### src/rtl/irq_ctrl_pkg.sv
package irq_ctrl_pkg;
  localparam int unsigned EN_BASE      = 32'h0000_2000;
  localparam int unsigned EN_STRIDE_LG = 7;
  localparam int unsigned CTL_BASE     = 32'h0020_0000;
  localparam int unsigned CTL_STRIDE_LG = 12;
  localparam logic [1:0]  SZ_WORD      = 2'd2;

  typedef enum logic [2:0] {
    K_NONE,
    K_PRIO,
    K_EN,
    K_THR,
    K_CLM
  } reg_kind_e;
endpackage

### src/rtl/irq_ctrl_dec.sv
module irq_ctrl_dec
  import irq_ctrl_pkg::*;
#(
  parameter int AW      = 24,
  parameter int N_CTX   = 4,
  parameter int NUM_IDS = 32,
  parameter int N_WORDS = 1,
  parameter int CW      = 2,
  parameter int NIW     = 5,
  parameter int WW      = 1
) (
  input  logic          req_i,
  input  logic [1:0]    size_i,
  input  logic [AW-1:0] addr_i,
  output reg_kind_e     kind_o,
  output logic [CW-1:0] ctx_o,
  output logic [NIW-1:0] id_o,
  output logic [WW-1:0] word_o
);
  logic [AW-1:0] off_en, off_ctl, ctx_w;
  logic [AW-3:0] pid;

  always_comb begin
    kind_o  = K_NONE;
    ctx_w   = '0;
    off_en  = addr_i - AW'(EN_BASE);
    off_ctl = addr_i - AW'(CTL_BASE);
    pid     = addr_i[AW-1:2];
    word_o  = WW'(off_en >> 2);
    if (addr_i < AW'(EN_BASE)) begin
      if (pid != '0 && pid < (AW-2)'(NUM_IDS)) kind_o = K_PRIO;
    end else if (addr_i < AW'(CTL_BASE)) begin
      ctx_w = off_en >> EN_STRIDE_LG;
      if (ctx_w < AW'(N_CTX) && off_en[EN_STRIDE_LG-1:2] < (EN_STRIDE_LG-2)'(N_WORDS))
        kind_o = K_EN;
    end else begin
      ctx_w = off_ctl >> CTL_STRIDE_LG;
      if (ctx_w < AW'(N_CTX)) begin
        if (off_ctl[CTL_STRIDE_LG-1:0] == '0) kind_o = K_THR;
        else if (off_ctl[CTL_STRIDE_LG-1:0] == CTL_STRIDE_LG'(4)) kind_o = K_CLM;
      end
    end
    if (!req_i || size_i != SZ_WORD || addr_i[1:0] != 2'b00) kind_o = K_NONE;
    ctx_o = CW'(ctx_w);
    id_o  = NIW'(pid);
  end
endmodule

### src/rtl/irq_ctrl_route.sv
// Maps each source level change to the lowest-numbered context enabling it.
module irq_ctrl_route #(
  parameter int N_CTX   = 4,
  parameter int NUM_IDS = 32
) (
  input  logic [N_CTX-1:0][NUM_IDS-1:0] en_i,
  input  logic [NUM_IDS-1:0]            lvl_new_i,
  input  logic [NUM_IDS-1:0]            lvl_old_i,
  output logic [N_CTX-1:0][NUM_IDS-1:0] rise_o,
  output logic [N_CTX-1:0][NUM_IDS-1:0] fall_o
);
  logic hit;

  always_comb begin
    rise_o = '0;
    fall_o = '0;
    hit    = 1'b0;
    for (int i = 0; i < NUM_IDS; i++) begin
      hit = 1'b0;
      for (int c = 0; c < N_CTX; c++) begin
        if (!hit && en_i[c][i]) begin
          hit = 1'b1;
          rise_o[c][i] = lvl_new_i[i] && !lvl_old_i[i];
          fall_o[c][i] = !lvl_new_i[i] && lvl_old_i[i];
        end
      end
    end
  end
endmodule

### src/rtl/irq_ctrl_pick.sv
// Best-candidate search: highest stored priority, lowest ID on tie.
module irq_ctrl_pick #(
  parameter int NUM_IDS = 32,
  parameter int PRIO_W  = 4,
  parameter int NIW     = 5
) (
  input  logic [NUM_IDS-1:0]             cand_i,
  input  logic [NUM_IDS-1:0][PRIO_W-1:0] cap_i,
  output logic                           found_o,
  output logic [NIW-1:0]                 id_o,
  output logic [PRIO_W-1:0]              prio_o
);
  always_comb begin
    found_o = 1'b0;
    id_o    = '0;
    prio_o  = '0;
    for (int i = 0; i < NUM_IDS; i++) begin
      if (cand_i[i] && (!found_o || cap_i[i] > prio_o)) begin
        found_o = 1'b1;
        id_o    = NIW'(i);
        prio_o  = cap_i[i];
      end
    end
  end
endmodule

### src/rtl/irq_ctrl.sv
module irq_ctrl
  import irq_ctrl_pkg::*;
#(
  parameter int N_HARTS = 2,
  parameter int N_SRC   = 31,
  parameter int PRIO_W  = 4,
  parameter int AW      = 24
) (
  input  logic               clk_i,
  input  logic               rst_ni,
  input  logic               req_i,
  input  logic               we_i,
  input  logic [1:0]         size_i,
  input  logic [AW-1:0]      addr_i,
  input  logic [31:0]        wdata_i,
  output logic               rsp_valid_o,
  output logic [31:0]        rdata_o,
  output logic               err_o,
  input  logic [N_SRC-1:0]   src_i,
  output logic [N_HARTS-1:0] meip_o,
  output logic [N_HARTS-1:0] seip_o
);
  localparam int N_CTX   = 2 * N_HARTS;
  localparam int NUM_IDS = N_SRC + 1;
  localparam int N_WORDS = (NUM_IDS + 31) / 32;
  localparam int IDB     = N_WORDS * 32;
  localparam int IDW     = $clog2(IDB);
  localparam int NIW     = (NUM_IDS > 1) ? $clog2(NUM_IDS) : 1;
  localparam int CW      = (N_CTX > 1) ? $clog2(N_CTX) : 1;
  localparam int WW      = (N_WORDS > 1) ? $clog2(N_WORDS) : 1;

  logic [NUM_IDS-1:0][PRIO_W-1:0]            prio_q, prio_d;
  logic [N_CTX-1:0][IDB-1:0]                 en_q, en_d;
  logic [N_CTX-1:0][NUM_IDS-1:0]             en_lo;
  logic [N_CTX-1:0][NUM_IDS-1:0]             pend_q, pend_d, clm_q, clm_d, cand;
  logic [N_CTX-1:0][NUM_IDS-1:0][PRIO_W-1:0] cap_q, cap_d;
  logic [N_CTX-1:0][PRIO_W-1:0]              thr_q, thr_d;
  logic [NUM_IDS-1:0]                        lvl_q, lvl_now;
  logic [N_CTX-1:0][NUM_IDS-1:0]             rise, fall;
  logic [N_CTX-1:0]                          found, irq;
  logic [N_CTX-1:0][NIW-1:0]                 best_id;
  logic [N_CTX-1:0][PRIO_W-1:0]              best_prio;

  reg_kind_e      kind;
  logic [CW-1:0]  dctx;
  logic [NIW-1:0] did;
  logic [WW-1:0]  dword;
  logic [31:0]    rd_d, rdata_q;
  logic           rsp_q, err_q;
  int             eid;

  assign lvl_now = {src_i, 1'b0};

  irq_ctrl_dec #(
    .AW(AW), .N_CTX(N_CTX), .NUM_IDS(NUM_IDS), .N_WORDS(N_WORDS),
    .CW(CW), .NIW(NIW), .WW(WW)
  ) u_dec (
    .req_i (req_i),
    .size_i(size_i),
    .addr_i(addr_i),
    .kind_o(kind),
    .ctx_o (dctx),
    .id_o  (did),
    .word_o(dword)
  );

  always_comb begin
    for (int c = 0; c < N_CTX; c++) en_lo[c] = en_q[c][NUM_IDS-1:0];
  end

  irq_ctrl_route #(.N_CTX(N_CTX), .NUM_IDS(NUM_IDS)) u_route (
    .en_i     (en_lo),
    .lvl_new_i(lvl_now),
    .lvl_old_i(lvl_q),
    .rise_o   (rise),
    .fall_o   (fall)
  );

  for (genvar c = 0; c < N_CTX; c++) begin : g_ctx
    assign cand[c] = pend_q[c] & ~clm_q[c];
    irq_ctrl_pick #(.NUM_IDS(NUM_IDS), .PRIO_W(PRIO_W), .NIW(NIW)) u_pick (
      .cand_i (cand[c]),
      .cap_i  (cap_q[c]),
      .found_o(found[c]),
      .id_o   (best_id[c]),
      .prio_o (best_prio[c])
    );
    assign irq[c] = found[c] && (best_prio[c] > thr_q[c]);
  end

  for (genvar h = 0; h < N_HARTS; h++) begin : g_hart
    assign meip_o[h] = irq[2*h];
    assign seip_o[h] = irq[2*h+1];
  end

  // Next state: level events first, then the bus access overrides.
  always_comb begin
    prio_d = prio_q;
    en_d   = en_q;
    pend_d = pend_q;
    clm_d  = clm_q;
    cap_d  = cap_q;
    thr_d  = thr_q;
    eid    = 0;
    for (int c = 0; c < N_CTX; c++) begin
      for (int i = 0; i < NUM_IDS; i++) begin
        if (rise[c][i]) begin
          pend_d[c][i] = 1'b1;
          cap_d[c][i]  = prio_q[i];
        end
        if (fall[c][i]) begin
          pend_d[c][i] = 1'b0;
          cap_d[c][i]  = '0;
          clm_d[c][i]  = 1'b0;
        end
      end
    end
    unique case (kind)
      K_PRIO: if (we_i) prio_d[did] = wdata_i[PRIO_W-1:0];
      K_EN: if (we_i) begin
        for (int b = 0; b < 32; b++) begin
          eid = int'(dword) * 32 + b;
          if (eid < NUM_IDS && eid != 0) begin
            en_d[dctx][IDW'(eid)] = wdata_i[b];
            if (wdata_i[b] && !en_q[dctx][IDW'(eid)] && lvl_now[NIW'(eid)]) begin
              pend_d[dctx][NIW'(eid)] = 1'b1;
              cap_d[dctx][NIW'(eid)]  = prio_q[NIW'(eid)];
            end else if (!wdata_i[b] && en_q[dctx][IDW'(eid)]) begin
              pend_d[dctx][NIW'(eid)] = 1'b0;
              cap_d[dctx][NIW'(eid)]  = '0;
              clm_d[dctx][NIW'(eid)]  = 1'b0;
            end
          end
        end
      end
      K_THR: if (we_i) thr_d[dctx] = wdata_i[PRIO_W-1:0];
      K_CLM: begin
        if (we_i) begin
          if (wdata_i < 32'(NUM_IDS) && en_q[dctx][IDW'(wdata_i)])
            clm_d[dctx][NIW'(wdata_i)] = 1'b0;
        end else if (found[dctx] && pend_d[dctx][best_id[dctx]]) begin
          clm_d[dctx][best_id[dctx]] = 1'b1;
        end
      end
      default: ;
    endcase
  end

  always_comb begin
    rd_d = '0;
    if (!we_i) begin
      unique case (kind)
        K_PRIO:  rd_d = 32'(prio_q[did]);
        K_EN:    rd_d = en_q[dctx][int'(dword)*32 +: 32];
        K_THR:   rd_d = 32'(thr_q[dctx]);
        K_CLM:   rd_d = 32'(best_id[dctx]);
        default: rd_d = '0;
      endcase
    end
  end

  always_ff @(posedge clk_i or negedge rst_ni) begin
    if (!rst_ni) begin
      prio_q  <= '0;
      en_q    <= '0;
      pend_q  <= '0;
      clm_q   <= '0;
      cap_q   <= '0;
      thr_q   <= '0;
      lvl_q   <= '0;
      rsp_q   <= 1'b0;
      err_q   <= 1'b0;
      rdata_q <= '0;
    end else begin
      prio_q  <= prio_d;
      en_q    <= en_d;
      pend_q  <= pend_d;
      clm_q   <= clm_d;
      cap_q   <= cap_d;
      thr_q   <= thr_d;
      lvl_q   <= lvl_now;
      rsp_q   <= req_i;
      err_q   <= req_i && (kind == K_NONE);
      rdata_q <= rd_d;
    end
  end

  assign rsp_valid_o = rsp_q;
  assign err_o       = err_q;
  assign rdata_o     = rdata_q;
endmodule

### config.mk
export PLATFORM = sky130hd
export DESIGN_NAME = irq_ctrl
export DESIGN_NICKNAME = d
export VERILOG_FILES = /design/src/rtl/irq_ctrl_pkg.sv /design/src/rtl/irq_ctrl_dec.sv /design/src/rtl/irq_ctrl_route.sv /design/src/rtl/irq_ctrl_pick.sv /design/src/rtl/irq_ctrl.sv
export SDC_FILE = /design/constraint.sdc
export NUM_CORES = 2
export LEC_CHECK = 0
export ABC_AREA = 1
export BUFFER_PORTS_ARGS = -buffer_cell sky130_fd_sc_hd__buf_2
export CORE_AREA = 2 2 226 451
export CTS_BUF_LIST = sky130_fd_sc_hd__clkbuf_4 sky130_fd_sc_hd__clkbuf_8 sky130_fd_sc_hd__clkbuf_16
export DETAILED_ROUTE_END_ITERATION = 8
export DIE_AREA = 0 0 228 453
export PLACE_DENSITY_LB_ADDON = 0.2
export SYNTH_ARGS = -nofsm -noshare
export SYNTH_HDL_FRONTEND = slang
export SYNTH_SLANG_ARGS = --single-unit
### constraint.sdc
create_clock -name clk_i -period 26.9 [get_ports clk_i]
set_input_delay 6.725 -clock clk_i [delete_from_list [all_inputs] [get_ports clk_i]]
set_output_delay 6.725 -clock clk_i [all_outputs]
set_load 0.01 [all_outputs]
==> flow_summary.toml <==
[power_and_ir_drop]
switchingPower_mw = 3.97
finalPower_mw = 7.01
pwr_density_cell_nw_per_um2 = 146
power.share.combinational_pct = 73.9
internal_power_mw = 3.04
clockPowerShare_pct = 12.9
cellLeakagePower_nw = 24.0
switching_share_pct = 56.7
vdd_drop_max_mv = 0.336
power.sequential.fraction_pct = 13.3

[logic_synthesis]
post_synth_top_flop = "sky130_fd_sc_hd__dfrtp_1"
synth-edff-count = 0
synth.area.top_cells = "sky130_fd_sc_hd__dfrtp_1 34%, sky130_fd_sc_hd__nand2_1 12%, sky130_fd_sc_hd__o21ai_0 9.3%, sky130_fd_sc_hd__inv_1 8.5%, sky130_fd_sc_hd__ha_1 6.2%"
synth_seq_cells = 597
post_synth_instance_area_um2 = 43700
synth_area_leader_cell = "sky130_fd_sc_hd__dfrtp_1"
yosys_warnings = 0
syn-mean-instance-area_um2 = 6.86
synth_sequential_area_ratio_pct = 34.2
yosysTopAreaCellShare_pct = 34.2
postSynthCellCount = 6373
synth_async_sr_flop_share_pct = 100
synth_cell_type_count = 68

[global_routing]
grtUsageTotal_pct = 35.8
met3_usage_grt_pct = 6.70
grt_max_degree = 155
first_pass_grt_wire_length_um = 276000
globalRoute.busiestLayer = "met2"
met2_usage_pct = 61.6
first_global_vias = 45200
antenna_found_initial = 10
overflow = 0
met1_usage_pct = 34.5

[clocking]
clkSlewWorstSetupHoldPaths_ps = 70
post_cts_hold_buffer_count = 0
tritoncts_clock_tree = "done"
numCtsBuffers = 57
worst_skew_pair.late_latency_ps = 720
clockRootBuffer = "sky130_fd_sc_hd__clkbuf_16"
cts.htree.levels = 2
numClockSinks = 597
cts_buffer_depth = 3

[routing]
route.detailed.wl_per_inst_um = 24.2
totalWireLength_um = 189000
dr.pass1.iters = 9
route.detailed.drc = 0
drt_iter0_markers = 3779
antenna_left = 0
dr_total_vias = 46600
detail_route.vias_per_cell = 5.96

[worst_setup_path]
setup.worst_path.start_class = "flop"
critPathArrivalTime_ps = 18510
worstSetupStartpoint = "clm_q[33]$_DFF_PN0_"
worst-endpoint-required_ps = 20170
setup.worst_path.class = "flop to output port"
crit_path_end_kind = "output port"
crit_path_top_delay_cell = "sky130_fd_sc_hd__o21ai_0"
worst_path_maximum_fanout = 11
critical_path.most_common_cell = "sky130_fd_sc_hd__nand2_1"
cpPeakStageDelay_ps = 410
worstReg2RegStart = "clm_q[33]$_DFF_PN0_"

[sta]
tightestPinTransition_ps = 1380
maximum_operating_frequency_ghz = 0.0396
timing_hold_violations_final = 0
finalCriticalPeriod_ps = 25240
relative_slew_slack_pct = 7.83
timing.final.max_slew_violations = 0
final_min_period_over_clock_period_pct = 93.8
grt_setup_unrepaired = "yes"
fin_skew_ps = 26.8
finalSetupViolCount = 0
totalNegativeSetupSlack_ps = 0

[worst_hold_path]
timing.hold.worst.start = "prio_q[0]$_DFFE_PN0P_"
hp-class = "flop to flop"

[floorplanning]
horizontal_die_dimension_um = 228
top_level_ports = 131
floorplan.core_area_um2 = 99700
fp-row-count = 164
die_height_um = 453
initial_utilization_pct = 43.8
dieArea_um2 = 103000

[layout]
post-route-cell-area_um2 = 48000
multiInputGateArea_um2 = 24300
final-seq-area_um2 = 14900
drive_above_1_share_pct = 8.18
filler_cell_count = 10300
synthToLayoutAreaGrowth_pct = 9.94
fin_nets = 6759

[placement]
port-buffer-count = 98
finalWeightedCongestion = 1.03
dpl_cell_area_um2 = 45600
dp_hpwl_um = 140000

[flow_run]
drv_cap = 0

[outcome]
status = "complete, no violations"
[cells in the mapped netlist (5+ instances only)]
master / number
sky130_fd_sc_hd__clkbuf_1: 106
sky130_fd_sc_hd__a211oi_1: 61
sky130_fd_sc_hd__nand4_1: 154
sky130_fd_sc_hd__o211ai_1: 101
sky130_fd_sc_hd__nor4_1: 11
sky130_fd_sc_hd__clkinv_1: 8
sky130_fd_sc_hd__buf_4: 19
sky130_fd_sc_hd__o21a_1: 12
sky130_fd_sc_hd__o21bai_1: 41
sky130_fd_sc_hd__o21ai_0: 814
sky130_fd_sc_hd__clkbuf_8: 16
sky130_fd_sc_hd__a221oi_1: 63
sky130_fd_sc_hd__buf_2: 8
sky130_fd_sc_hd__nand2_4: 7
sky130_fd_sc_hd__clkbuf_2: 12
sky130_fd_sc_hd__buf_6: 21
sky130_fd_sc_hd__nand2_1: 1412
sky130_fd_sc_hd__o221ai_1: 5
sky130_fd_sc_hd__a21boi_0: 5
sky130_fd_sc_hd__nor3_1: 86
sky130_fd_sc_hd__a311oi_1: 7
sky130_fd_sc_hd__or2_1: 11
sky130_fd_sc_hd__nor2_4: 5
sky130_fd_sc_hd__buf_1: 15
sky130_fd_sc_hd__nand3b_1: 13
sky130_fd_sc_hd__nand2_2: 75
sky130_fd_sc_hd__o2111ai_1: 6
sky130_fd_sc_hd__nand3_2: 7
sky130_fd_sc_hd__dfrtp_1: 597
sky130_fd_sc_hd__nand3_1: 371
sky130_fd_sc_hd__or2_2: 10
sky130_fd_sc_hd__a31oi_1: 7
sky130_fd_sc_hd__a22oi_1: 16
sky130_fd_sc_hd__ha_1: 218
sky130_fd_sc_hd__o22ai_1: 101
sky130_fd_sc_hd__nor2_1: 496
sky130_fd_sc_hd__o21ai_1: 9
sky130_fd_sc_hd__inv_1: 988
sky130_fd_sc_hd__inv_2: 14
sky130_fd_sc_hd__a21oi_1: 379
[power by group through the flow]
stage,registers [mW],clock network [mW],logic (mW)
after floorplan,0.941,0,3.33
after global placement,0.947,0,4.73
after detailed placement,0.947,0,4.85
after CTS,0.930,0.904,4.87
after global routing,0.932,0.934,5.67
final,0.931,0.901,5.18
[area by class of cell]
class,count,area share [%]
repair inverters,1,0.0156
clock inverters,25,0.594
clock buffers,80,3.57
repair buffers,204,2.75
diodes,9,0.0469
multi-input cells,4576,50.6
inverters,1011,7.91
well taps,1328,3.46
flip-flops and latches,597,31.1
[per-stage QoR]
step                worst slack [ps]  util, %  std cells  hold slack, ps
CTS                             10.9     47.7       7812             382
detailed placement               444     45.7       7707             366
floorplan                       4360        -       6388             429
finish                          1660     48.2       7831             380
global route                   -89.4     48.2       7825             394
global placement                 759     45.7       7707             365
[path summary, 6_finish.rpt]
check                                              end  cells after the start  slack, ps
worst min-delay path             prio_q[0]$_DFFE_PN0P_                      0        380
min in group asynchronous         cap_q[266]$_DFF_PN0_                      1       5920
worst max register to register     clm_q[69]$_DFF_PN0_                    148       6480
max in group asynchronous       en_lo[109]$_DFFE_PN0P_                      5      17000
worst max-delay path                         seip_o[0]                    141       1660
worst min register to register   prio_q[0]$_DFFE_PN0P_                      0        380
[cell usage in the layout (no fill, tap or decap), types with 76 or more instances in the layout]
| cell | instances |
|---|---|
| sky130_fd_sc_hd__nand4_1 | 154 |
| sky130_fd_sc_hd__buf_2 | 97 |
| sky130_fd_sc_hd__o21ai_0 | 717 |
| sky130_fd_sc_hd__o21ai_1 | 78 |
| sky130_fd_sc_hd__nand2_1 | 1386 |
| sky130_fd_sc_hd__dfrtp_1 | 597 |
| sky130_fd_sc_hd__nand3_1 | 365 |
| sky130_fd_sc_hd__nor2_1 | 483 |
| sky130_fd_sc_hd__inv_1 | 978 |
| sky130_fd_sc_hd__nor3_1 | 85 |
| sky130_fd_sc_hd__ha_1 | 218 |
| sky130_fd_sc_hd__nand2_2 | 76 |
| sky130_fd_sc_hd__a21oi_1 | 374 |
| sky130_fd_sc_hd__o22ai_1 | 101 |
| sky130_fd_sc_hd__o211ai_1 | 101 |
| sky130_fd_sc_hd__buf_4 | 104 |
[worst max-delay path, delay by kind of cell (launching register included)]
family	cells	cell delay (ps)
and+or+nand+nor	72	6620
AOI/OAI and AO/OA	35	4950
adders and majority gates	15	4420
buffers and inverters	19	1270
DFF	1	370
[cell families after synthesis]
kind of cell / after synthesis / share of synthesized area, %
AND/OR/NAND/NOR: 2674 / 26.3
multiplexers: 1 / 0.0229
AO/OA/AOI/OAI: 1662 / 21.7
adder cells (fa/ha/maj): 218 / 6.24
flip-flops: 597 / 34.2
buffers and inverters: 1215 / 11.5
other: 1 / 0.00858
XOR/XNOR: 5 / 0.100
[routing by layer]
metal / vias up / share of wire (%)
met5: - / 0.046
met4: 12 / 13
met3: 1020 / 7.3
met2: 2381 / 47
met1: 21700 / 32
li1: 21500 / -
[registers in the layout, summed over array words and instances (netlist names)]
signal,cells
clm_q,60
rdata_o,16
cap_q,240
rsp_valid_o,1
prio_q,128
lvl_q,15
err_o,1
pend_q,60
thr_q,16
en_lo,60
[timing repair]
item / in CTS / in global routing
pin swaps: 0 / 4
gates cloned: 0 / 1
resized for setup: 9 / 191
setup endpoints to repair: 3 / 4
buffers inserted: 0 / 9
Power figures use the tool's default switching activity.
